===== src/rtl/mpr_pkg.sv =====
package mpr_pkg;

    localparam int unsigned DATA_W = 8;

    typedef enum logic [1:0] {
        ST_IDLE,
        ST_START,
        ST_BITS,
        ST_WAITHI
    } samp_state_e;

    typedef struct packed {
        logic [DATA_W-1:0] data;
        logic              mp;
        logic              stop;
    } frame_t;

    function automatic logic frame_is_addr(frame_t f);
        return f.mp;
    endfunction

    function automatic logic frame_hits(frame_t f, logic [DATA_W-1:0] id);
        return f.mp && (f.data == id);
    endfunction

endpackage


===== src/rtl/mpr_sync.sv =====
module mpr_sync #(
    parameter int unsigned STAGES = 2
) (
    input  logic clk_i,
    input  logic rst_i,
    input  logic d_i,
    output logic q_o
);
    logic [STAGES-1:0] sr_q;

    always_ff @(posedge clk_i) begin
        if (rst_i) sr_q <= '1;
        else       sr_q <= {sr_q[STAGES-2:0], d_i};
    end

    assign q_o = sr_q[STAGES-1];
endmodule


===== src/rtl/mpr_sampler.sv =====
module mpr_sampler
    import mpr_pkg::*;
#(
    parameter int unsigned DIV_CLKS   = 27,
    parameter int unsigned OVERSAMPLE = 16
) (
    input  logic   clk_i,
    input  logic   rst_i,
    input  logic   rx_s_i,
    output logic   frm_valid_o,
    output frame_t frm_o
);
    localparam int unsigned DIV_W  = (DIV_CLKS > 1) ? $clog2(DIV_CLKS) : 1;
    localparam int unsigned TCNT_W = $clog2(OVERSAMPLE);
    localparam int unsigned BIT_W  = $clog2(DATA_W + 2);
    localparam logic [DIV_W-1:0]  DIV_LAST = DIV_W'(DIV_CLKS - 1);
    localparam logic [TCNT_W-1:0] T_MID    = TCNT_W'(OVERSAMPLE / 2 - 1);
    localparam logic [TCNT_W-1:0] T_LAST   = TCNT_W'(OVERSAMPLE - 1);
    localparam logic [BIT_W-1:0]  MP_IDX   = BIT_W'(DATA_W);

    samp_state_e       state_q;
    logic [DIV_W-1:0]  div_q;
    logic [TCNT_W-1:0] tcnt_q;
    logic [BIT_W-1:0]  bidx_q;
    logic [DATA_W-1:0] shreg_q;
    logic              mp_q;
    logic              frm_valid_q;
    frame_t            frm_q;
    logic              running;
    logic              tick;

    always_comb begin
        running = (state_q == ST_START) || (state_q == ST_BITS);
        tick    = running && (div_q == DIV_LAST);
    end

    always_ff @(posedge clk_i) begin
        if (rst_i) begin
            state_q     <= ST_IDLE;
            div_q       <= '0;
            tcnt_q      <= '0;
            bidx_q      <= '0;
            shreg_q     <= '0;
            mp_q        <= 1'b0;
            frm_valid_q <= 1'b0;
            frm_q       <= '0;
        end else begin
            frm_valid_q <= 1'b0;
            if (running && !tick) div_q <= div_q + 1'b1;
            else                  div_q <= '0;
            if (tick) begin
                if (tcnt_q == T_LAST) tcnt_q <= '0;
                else                  tcnt_q <= tcnt_q + 1'b1;
            end
            case (state_q)
                ST_IDLE: begin
                    if (!rx_s_i) begin
                        state_q <= ST_START;
                        tcnt_q  <= '0;
                    end
                end
                ST_START: begin
                    if (tick && tcnt_q == T_MID) begin
                        tcnt_q <= '0;
                        bidx_q <= '0;
                        state_q <= rx_s_i ? ST_IDLE : ST_BITS;
                    end
                end
                ST_BITS: begin
                    if (tick && tcnt_q == T_LAST) begin
                        if (bidx_q < MP_IDX) begin
                            shreg_q <= {rx_s_i, shreg_q[DATA_W-1:1]};
                            bidx_q  <= bidx_q + 1'b1;
                        end else if (bidx_q == MP_IDX) begin
                            mp_q   <= rx_s_i;
                            bidx_q <= bidx_q + 1'b1;
                        end else begin
                            frm_valid_q <= 1'b1;
                            frm_q       <= '{data: shreg_q, mp: mp_q, stop: rx_s_i};
                            state_q     <= rx_s_i ? ST_IDLE : ST_WAITHI;
                        end
                    end
                end
                default: begin
                    if (rx_s_i) state_q <= ST_IDLE;
                end
            endcase
        end
    end

    assign frm_valid_o = frm_valid_q;
    assign frm_o       = frm_q;

    // a finished frame is reported for one cycle only
    assert_frame_single_R1: assert property (@(posedge clk_i) disable iff (rst_i)
        frm_valid_q |=> !frm_valid_q);

    // a frame can only finish from the bit-reading phase
    assert_frame_from_bits_R10: assert property (@(posedge clk_i) disable iff (rst_i)
        frm_valid_q |-> $past(state_q) == ST_BITS);
endmodule


===== src/rtl/mpr_filter.sv =====
module mpr_filter
    import mpr_pkg::*;
(
    input  logic              clk_i,
    input  logic              rst_i,
    input  logic              frm_valid_i,
    input  frame_t            frm_i,
    input  logic [DATA_W-1:0] node_id_i,
    input  logic              ack_i,
    output logic [DATA_W-1:0] rdata_o,
    output logic              rdy_o,
    output logic              ovr_o,
    output logic              ferr_o,
    output logic              rx_irq_o,
    output logic              err_irq_o
);
    logic              sel_q;
    logic [DATA_W-1:0] rdata_q;
    logic              rdy_q, ovr_q, ferr_q, rx_irq_q, err_irq_q;
    logic              good, bad, deliver, busy;

    always_comb begin
        good    = frm_valid_i && frm_i.stop;
        bad     = frm_valid_i && !frm_i.stop;
        deliver = good && !frame_is_addr(frm_i) && sel_q;
        busy    = rdy_q && !ack_i;
    end

    always_ff @(posedge clk_i) begin
        if (rst_i) begin
            sel_q     <= 1'b0;
            rdata_q   <= '0;
            rdy_q     <= 1'b0;
            ovr_q     <= 1'b0;
            ferr_q    <= 1'b0;
            rx_irq_q  <= 1'b0;
            err_irq_q <= 1'b0;
        end else begin
            rx_irq_q  <= 1'b0;
            err_irq_q <= 1'b0;
            if (ack_i) begin
                rdy_q  <= 1'b0;
                ovr_q  <= 1'b0;
                ferr_q <= 1'b0;
            end
            if (bad) begin
                ferr_q    <= 1'b1;
                err_irq_q <= 1'b1;
            end
            if (good && frame_is_addr(frm_i)) sel_q <= frame_hits(frm_i, node_id_i);
            if (deliver) begin
                if (busy) begin
                    ovr_q <= 1'b1;
                end else begin
                    rdata_q  <= frm_i.data;
                    rdy_q    <= 1'b1;
                    rx_irq_q <= 1'b1;
                end
            end
        end
    end

    assign rdata_o   = rdata_q;
    assign rdy_o     = rdy_q;
    assign ovr_o     = ovr_q;
    assign ferr_o    = ferr_q;
    assign rx_irq_o  = rx_irq_q;
    assign err_irq_o = err_irq_q;

    // the ready flag never rises without its interrupt pulse
    assert_ready_has_irq_R5: assert property (@(posedge clk_i) disable iff (rst_i)
        $rose(rdy_q) |-> rx_irq_q);

    // no delivery follows a cycle in which the node was not listening
    assert_deaf_is_silent_R3: assert property (@(posedge clk_i) disable iff (rst_i)
        !sel_q |=> !rx_irq_q);

    // an unacknowledged byte is never overwritten
    assert_byte_kept_R8: assert property (@(posedge clk_i) disable iff (rst_i)
        (rdy_q && !ack_i) |=> $stable(rdata_q));

    // overrun only exists alongside a waiting byte
    assert_overrun_with_ready_R8: assert property (@(posedge clk_i) disable iff (rst_i)
        ovr_q |-> rdy_q);

    // the error pulse comes with the error flag, never with a delivery
    assert_err_pulse_R7: assert property (@(posedge clk_i) disable iff (rst_i)
        err_irq_q |-> ferr_q && !rx_irq_q);

    // acknowledge without a new frame leaves the flags clear
    assert_ack_clears_R9: assert property (@(posedge clk_i) disable iff (rst_i)
        (ack_i && !frm_valid_i) |=> !rdy_q && !ovr_q && !ferr_q);
endmodule


===== src/rtl/mpr_uart_rx.sv =====
module mpr_uart_rx
    import mpr_pkg::*;
#(
    parameter int unsigned DIV_CLKS    = 27,
    parameter int unsigned OVERSAMPLE  = 16,
    parameter int unsigned SYNC_STAGES = 2
) (
    input  logic              clk_i,
    input  logic              rst_i,
    input  logic              rx_i,
    input  logic [DATA_W-1:0] node_id_i,
    input  logic              ack_i,
    output logic [DATA_W-1:0] rx_data_o,
    output logic              data_ready_o,
    output logic              overrun_o,
    output logic              frame_err_o,
    output logic              rx_irq_o,
    output logic              err_irq_o
);
    logic   rx_s;
    logic   frm_valid;
    frame_t frm;

    mpr_sync #(.STAGES(SYNC_STAGES)) u_sync (
        .clk_i (clk_i),
        .rst_i (rst_i),
        .d_i   (rx_i),
        .q_o   (rx_s)
    );

    mpr_sampler #(.DIV_CLKS(DIV_CLKS), .OVERSAMPLE(OVERSAMPLE)) u_sampler (
        .clk_i       (clk_i),
        .rst_i       (rst_i),
        .rx_s_i      (rx_s),
        .frm_valid_o (frm_valid),
        .frm_o       (frm)
    );

    mpr_filter u_filter (
        .clk_i       (clk_i),
        .rst_i       (rst_i),
        .frm_valid_i (frm_valid),
        .frm_i       (frm),
        .node_id_i   (node_id_i),
        .ack_i       (ack_i),
        .rdata_o     (rx_data_o),
        .rdy_o       (data_ready_o),
        .ovr_o       (overrun_o),
        .ferr_o      (frame_err_o),
        .rx_irq_o    (rx_irq_o),
        .err_irq_o   (err_irq_o)
    );
endmodule


===== config.mk =====
export PLATFORM = sky130hd
export DESIGN_NAME = mpr_uart_rx
export DESIGN_NICKNAME = d
export VERILOG_FILES = /design/src/rtl/mpr_pkg.sv /design/src/rtl/mpr_sync.sv /design/src/rtl/mpr_sampler.sv /design/src/rtl/mpr_filter.sv /design/src/rtl/mpr_uart_rx.sv
export SDC_FILE = /design/constraint.sdc
export NUM_CORES = 1
export LEC_CHECK = 0
export ABC_AREA = 1
export BUFFER_PORTS_ARGS = -buffer_cell sky130_fd_sc_hd__buf_2
export CORE_MARGIN = 5
export CORE_UTILIZATION = 35
export CTS_CLUSTER_DIAMETER = 200
export CTS_CLUSTER_SIZE = 30
export DETAILED_ROUTE_END_ITERATION = 12
export PLACE_DENSITY_LB_ADDON = 0.12
export RECOVER_POWER = 50
export SKIP_CTS_REPAIR_TIMING = 1
export SLEW_MARGIN = 40
export SYNTH_ARGS = -nofsm -noshare
export SYNTH_HDL_FRONTEND = slang
export SYNTH_SLANG_ARGS = --single-unit
export TNS_END_PERCENT = 1

===== constraint.sdc =====
create_clock -name clk_i -period 2.5 [get_ports clk_i]
set_input_delay 0.25 -clock clk_i [delete_from_list [all_inputs] [get_ports clk_i]]
set_output_delay 0.25 -clock clk_i [all_outputs]
set_load 0.02 [all_outputs]

==> run_results.csv, run 1 <==
group,metric,value,unit
place,port_buffers,24,
drt,vias_per_cell,4.61,
clock_tree,cts_tree,"done",
timing,final_hold_viol_count,0,
drt,ant_nets,0,
synthesis,ys_types,31,
die,coreArea,6310,µm²
timing,setup_slack,825,ps
synthesis,synth_compound_area_share,11.5,%
worst_hold_path,hp-class,"input port to register",
place,place_area,2440,µm²
synthesis,synth_seq_area_share,45.4,%
synthesis,synth_top_area_cell,"dfxtp_1",
layout,area_growth,12.1,%
synthesis,async_flop_share,0,%
synthesis,synth.avg_cell_area,7.63,µm²
global_routing,grt_start_max_net_pins,25,
synthesis,ys_ff_latch,51,
flow_run,max-cap-violations,0,
synthesis,synth_most_common_cell,"nor2_1",
synthesis,synthMuxAreaShare,0.445,%
clock_tree,clk_pin_slew,90,ps
synthesis,ys.flop_type,"dfxtp_1",
setup_path,endpoint_kind,"register",
layout,layout-drive-gt1-share,11.5,%
layout,finalInstanceArea,2520,µm²
synthesis,synth_top_family_by_area,"simple AND/OR/NAND/NOR gates",
drt,vias,1835,
synthesis,synth_xor_area_share,2.72,%
layout,fin_cells,398,
setup_path,cp-start-kind,"register",
place,gp_congestion,0.761,
timing,fmax,0.597,GHz
place,hpwl,3300,µm
global_routing,grt_pass1_vias,1884,
die,die-width,90.2,µm
power_and_ir_drop,peakVddDrop,0.000543,V
clock_tree,cts_sinks,51,
timing,tightest_slew,875,ps
power_and_ir_drop,finalPower,0.00189,W
setup_path,crit_type,"register to register",
timing,setup_viol,0,
setup_path,cp_max_fo,13,
timing,rsz0062_at_grt,"no",
drt,avgRoutedWirePerCell,11.4,µm
synthesis,yosysWarnings,0,
synthesis,synth_area,2250,µm²
synthesis,synth_area_leaders,"dfxtp_1 (45%), nor2_1 (8.7%), nand2_1 (7.3%)",
place,dp.cells,390,
clock_tree,clock_latency,300,ps
timing,maxSlewViolCount,0,
drt,dr.pass1.iters,4,
die,start_util,35.7,%
clock_tree,cts_buffers,5,
setup_path,critPathRequiredTime,2690,ps
die,die_y,90.2,µm
clock_tree,htreeDepth,2,
synthesis,synth_fp_nets,316,
drt,routed_wirelength,4540,µm
synthesis,synth-edff-count,0,
place,dp_slack,821,ps
power_and_ir_drop,p_leak,1.03,nW
layout,final_nets,341,
global_routing,gr-usage-all-layers,12.2,%
drt,post-route-drc-count,0,
power_and_ir_drop,powerDensity,747,nW/µm²
die,die-area,8140,µm²
timing,period_minus_slack,1680,ps
drt,drt_iter0_markers,68,
timing,clock_skew,7.05,ps
synthesis,synthCells,295,
layout,antennaDiodeCount,0,
run_status,status,"completed",
setup_path,cp.arrival,1860,ps
synthesis,synth-simple-area-share,28.0,%
clock_tree,cts-root-buf,"clkbuf_8",
timing,slew_headroom,41.6,%
synthesis,synth_top_area_share,45.4,%
die,rows,29,
timing,post-route-period-util,67.0,%
synthesis,yosys.area_share.adder,5.00,%
global_routing,antenna_found_initial,0,
global_routing,grt_pass1_wl,8480,µm
global_routing,overflow,0,
timing,setup_tns,0,ps
die,ios,25,
synthesis,synthTopCellsByCount,"nor2_1 (52), dfxtp_1 (51), nand2_1 (44)",
clock_tree,clock_path_buffers,2,
[final timing paths]
kind / startpoint / slack, ps / depth (start not counted) / endpoint
setup / recovery: u_sampler.state_q[0]$_SDFFE_PP0P_ / 820 / 7 / u_sampler.frm_o[6]$_SDFFE_PP0P_
hold / removal: rx_i / 130 / 2 / u_sync.sr_q[0]$_SDFF_PP1_
setup reg to reg: u_sampler.state_q[0]$_SDFFE_PP0P_ / 820 / 7 / u_sampler.frm_o[6]$_SDFFE_PP0P_
hold reg to reg: u_sync.sr_q[0]$_SDFF_PP1_ / 420 / 1 / u_sync.sr_q[1]$_SDFF_PP1_
[worst max-delay path, cell delays in order (launching register included)]
cell and delay (ps):
dfxtp_1 340, inv_1 100, ha_1 370, nand3_2 160, nor2_4 220, inv_2 140
o21ai_0 180, a21oi_1 60
[layout by cell type, fill, tap and decap left out]
master      instances
or2_2               6
clkbuf_8            7
o21ai_0            14
o21ai_1             8
o22ai_1             2
nand2_2             1
a2bb2oi_1           1
nor2_1             52
clkinvlp_4          1
o21bai_1            1
nor3_1              4
inv_2               5
dfxtp_1            51
xnor2_1             3
nor3b_1             2
nand4_1             8
buf_2              10
mux2i_1             1
ha_1                9
nand2_1            44
nand3_1            16
xor2_1              4
inv_1              28
a31o_2              1
clkinv_1            1
nand3_2             2
o211ai_1            2
nor2_2              2
nor2_4              1
nand3_4             1
a21oi_1            19
clkbuf_1           14
[metal layers]
layer / global-route usage, % / part of all wire [%]
met1: 15.0 / 48
met2: 20.4 / 45
met3: 3.34 / 4.6
met4: 4.22 / 1.6
met5: 0 / 0
[flip-flops by register name, indices dropped and copies added, names as in the netlist, 2 cells and up]
signal	cells
u_sampler.div_q	5
u_sampler.shreg_q	8
u_sampler.bidx_q	4
u_sampler.state_q	2
u_filter.rdata_o	8
u_sampler.tcnt_q	4
u_sync.sr_q	2
u_sampler.frm_o	10
[final cells by class]
class | instances | area (µm²)
fill | 702 | 3790
tap | 77 | 96.3
timing repair buffer | 24 | 103
clock buffer | 7 | 96.3
inverter | 34 | 128
multi-input combinational | 204 | 1070
clock inverter | 1 | 7.51
sequential | 51 | 1020
[cells by family (layout without fill, tap and decap cells)]
family,after synthesis,count (layout)
buffers and inverters,40,66
AO/OA/AOI/OAI,48,48
AND/OR/NAND/NOR,139,139
multiplexers,1,1
flip-flops,51,51
XOR/XNOR,7,7
adder cells (fa/ha/maj),9,9
[power by group]
| part | switching, W | internal [W] | total, W | leakage, nW |
|---|---|---|---|---|
| combinational | 0.000320 | 0.000161 | 0.000481 | 0.568 |
| clock | 0.000271 | 0.000252 | 0.000523 | 0.0505 |
| sequential | 0.0000297 | 0.000853 | 0.000882 | 0.412 |
| total | 0.000621 | 0.00127 | 0.00189 | 1.03 |
[metrics by stage]
| stage | utilization (%) | hold slack, ps |
|---|---|---|
| after floorplan | - | 354 |
| after global placement | 38.6 | 398 |
| after CTS | 40.2 | 121 |
| final | 40.0 | 131 |
| after detailed placement | 38.6 | 397 |
| after global routing | 40.0 | 129 |
(Power assumes the default switching activity.)
==> run 2, diff against run 1 <==
==> constraint.sdc (replaced) <==
create_clock -name clk_i -period 1.52 [get_ports clk_i]
set_input_delay 0.152 -clock clk_i [delete_from_list [all_inputs] [get_ports clk_i]]
set_output_delay 0.152 -clock clk_i [all_outputs]
set_load 0.02 [all_outputs]
==> run 2 against run 1 <==
Wire length grew 1.5%. Clock skew shrank 1.7 ps. Global-route usage fell by 0.53 points. Setup slack worse by 730 ps. Register-to-register slack lost 730 ps. Highest routed layer unchanged. Non-clock buffer count is 19 higher. Combinational power up 130%. Design area is 11% higher. Sequential share of layout area shrank 3.6 points. First-iteration DRC count decreased by 63%. Critical path depth increased by 2.
==> run_results.csv, run 2 (same netlist as run 1, synthesis figures left out) <==
group,metric,value,unit
run_status,status,"completed",
timing,rsz0062_at_grt,"yes",
die,die-area,8140,µm²
die,coreArea,6310,µm²
timing,setup_viol,0,
drt,dr.pass1.iters,4,
setup_path,worstReg2RegEnd,"u_sampler.frm_o[0]$_SDFFE_PP0P_",
setup_path,endpoint_kind,"register",
worst_hold_path,hp-class,"input port to register",
power_and_ir_drop,p_comb_share,31.9,%
flow_run,max-cap-violations,0,
timing,setup_tns,0,ps
drt,avgRoutedWirePerCell,11.1,µm
drt,post-route-drc-count,0,
clock_tree,clk_pin_slew,90,ps
clock_tree,clock_latency,300,ps
setup_path,cp-start-kind,"register",
power_and_ir_drop,p_seq_share,42.0,%
setup_path,cp_max_fo,7,
clock_tree,cts_buffers,5,
drt,vias_per_cell,4.63,
die,rows,29,
timing,clock_skew,5.39,ps
worst_hold_path,min_path_cells,2,
setup_path,cp.arrival,1660,ps
setup_path,crit_family,"simple AND/OR/NAND/NOR gates",
die,start_util,35.7,%
power_and_ir_drop,p_int,0.00238,W
setup_path,crit_chain,"inv_2 > ha_4 > nand2_2 > nor2_4 > nand3_4 > nor2_4 > buf_6 > o21ai_2 > a21oi_1",
global_routing,grt_pass1_wl,8110,µm
power_and_ir_drop,p_leak,1.14,nW
setup_path,reg2reg_from,"u_sampler.div_q[0]$_SDFF_PP0_",
global_routing,gr-usage-all-layers,11.7,%
layout,area_growth,24.1,%
timing,period_minus_slack,1420,ps
die,die-width,90.2,µm
worst_hold_path,hold_start,"rx_i",
global_routing,grt_pass1_vias,1860,
power_and_ir_drop,swShare,31.4,%
setup_path,crit_top_cell,"nor2_4",
setup_path,rr_worst_depth,9,
layout,layout-drive-gt1-share,23.9,%
power_and_ir_drop,peakVddDrop,0.00105,V
clock_tree,cts_sinks,51,
timing,maxSlewViolCount,0,
layout,final_common_cell,"nor2_1",
drt,ant_nets,0,
clock_tree,cts-root-buf,"clkbuf_8",
drt,vias,1924,
global_routing,antenna_found_initial,0,
timing,final_hold_viol_count,0,
die,die_y,90.2,µm
place,port_buffers,24,
setup_path,critPathBufInv,2,
power_and_ir_drop,powerDensity,1240,nW/µm²
layout,antennaDiodeCount,0,
clock_tree,clock_path_buffers,2,
place,gp_congestion,0.785,
timing,post-route-period-util,93.7,%
timing,whs,30.1,ps
timing,fmax,0.702,GHz
global_routing,grt_start_max_net_pins,19,
power_and_ir_drop,p_sw,0.00109,W
global_routing,overflow,0,
clock_tree,htreeDepth,2,
setup_path,r2r_slack,100,ps
timing,slew_headroom,57.7,%
layout,largest_reg_flops,10,
layout,mostFrequentLayoutCells,"nor2_1 (52), dfxtp_1 (44), nand2_1 (41)",
setup_path,slowest_stage,"dfxtp_2",
die,ios,25,
layout,fin_cells,416,
worst_hold_path,holdPathEnd,"u_sync.sr_q[0]$_SDFF_PP1_",
setup_path,critPathRequiredTime,1750,ps
timing,tightest_slew,633,ps
layout,final_nets,360,
clock_tree,cts_tree,"done",
setup_path,crit_type,"register to register",
place,hpwl,3460,µm
place,dp.cells,408,
setup_path,cpPeakStageDelay,330,ps
power_and_ir_drop,clkPwrFrac,26.1,%
drt,routed_wirelength,4610,µm
drt,drt_iter0_markers,25,
==> run 2: changes by cell type in the layout (fill, tap and decap cells not counted), sizes merged <==
cell and change:
clkinvlp -1, bufinv +1, buf +19, clkbuf -1
==> run 2: cell type report <==
cell class / count / area [µm²]
clock buffers: 6 / 72.6
clock inverters: 1 / 30.0
fillers: 672 / 3520
inverters: 34 / 135
multi-input cells: 204 / 1180
flip-flops and latches: 51 / 1030
well taps: 77 / 96.3
repair buffers: 43 / 246
==> run 2: routing by layer <==
metal  up-vias  share of wire (%)  GRT usage, %
met3         7                4.0          3.17
met4         0                1.3          3.35
met2        27                 47          19.3
met1       848                 48          14.9
met5         -                  0             0
li1       1042                  -             -
==> run 2: worst max-delay path by stage <==
| stage | start | end | slack (ps) | depth (start not counted) |
|---|---|---|---|---|
| global placement | u_sampler.div_q[0]$_SDFF_PP0_ | u_sampler.frm_o[6]$_SDFFE_PP0P_ | 4 | 9 |
| floorplan | u_sampler.state_q[0]$_SDFFE_PP0P_ | u_sampler.frm_o[7]$_SDFFE_PP0P_ | 60 | 8 |
| detailed placement | u_sampler.state_q[0]$_SDFFE_PP0P_ | u_sampler.state_q[1]$_SDFFE_PP0P_ | -40 | 7 |
| CTS | u_sampler.state_q[0]$_SDFFE_PP0P_ | u_sampler.state_q[1]$_SDFFE_PP0P_ | -50 | 7 |
| finish | u_sampler.div_q[0]$_SDFF_PP0_ | u_sampler.frm_o[0]$_SDFFE_PP0P_ | 100 | 9 |
| global route | u_sampler.state_q[1]$_SDFFE_PP0P_ | u_sampler.state_q[0]$_SDFFE_PP0P_ | -30 | 10 |
==> run 2: stage by stage <==
| stage | area, µm² | setup slack (ps) | utilization [%] | total power, W |
|---|---|---|---|---|
| 2_1_floorplan | 2250 | 58.1 | - | 0.00211 |
| 3_3_place_gp | 2570 | 4.35 | 40.7 | 0.00244 |
| 3_5_place_dp | 2570 | -38.2 | 40.7 | 0.00244 |
| 4_1_cts | 2680 | -48.2 | 42.4 | 0.00336 |
| 5_1_grt | 2790 | -26.9 | 44.2 | 0.00372 |
| 6_report | 2790 | 95.4 | 44.2 | 0.00347 |
==> run 2: power groups by stage <==
stage | Combinational (W) | Clock (W) | Sequential, W
3_3_place_gp | 0.000972 | 0 | 0.00147
5_1_grt | 0.00126 | 0.000991 | 0.00147
3_5_place_dp | 0.000965 | 0 | 0.00147
2_1_floorplan | 0.000636 | 0 | 0.00147
4_1_cts | 0.000966 | 0.000950 | 0.00144
6_report | 0.00111 | 0.000905 | 0.00146
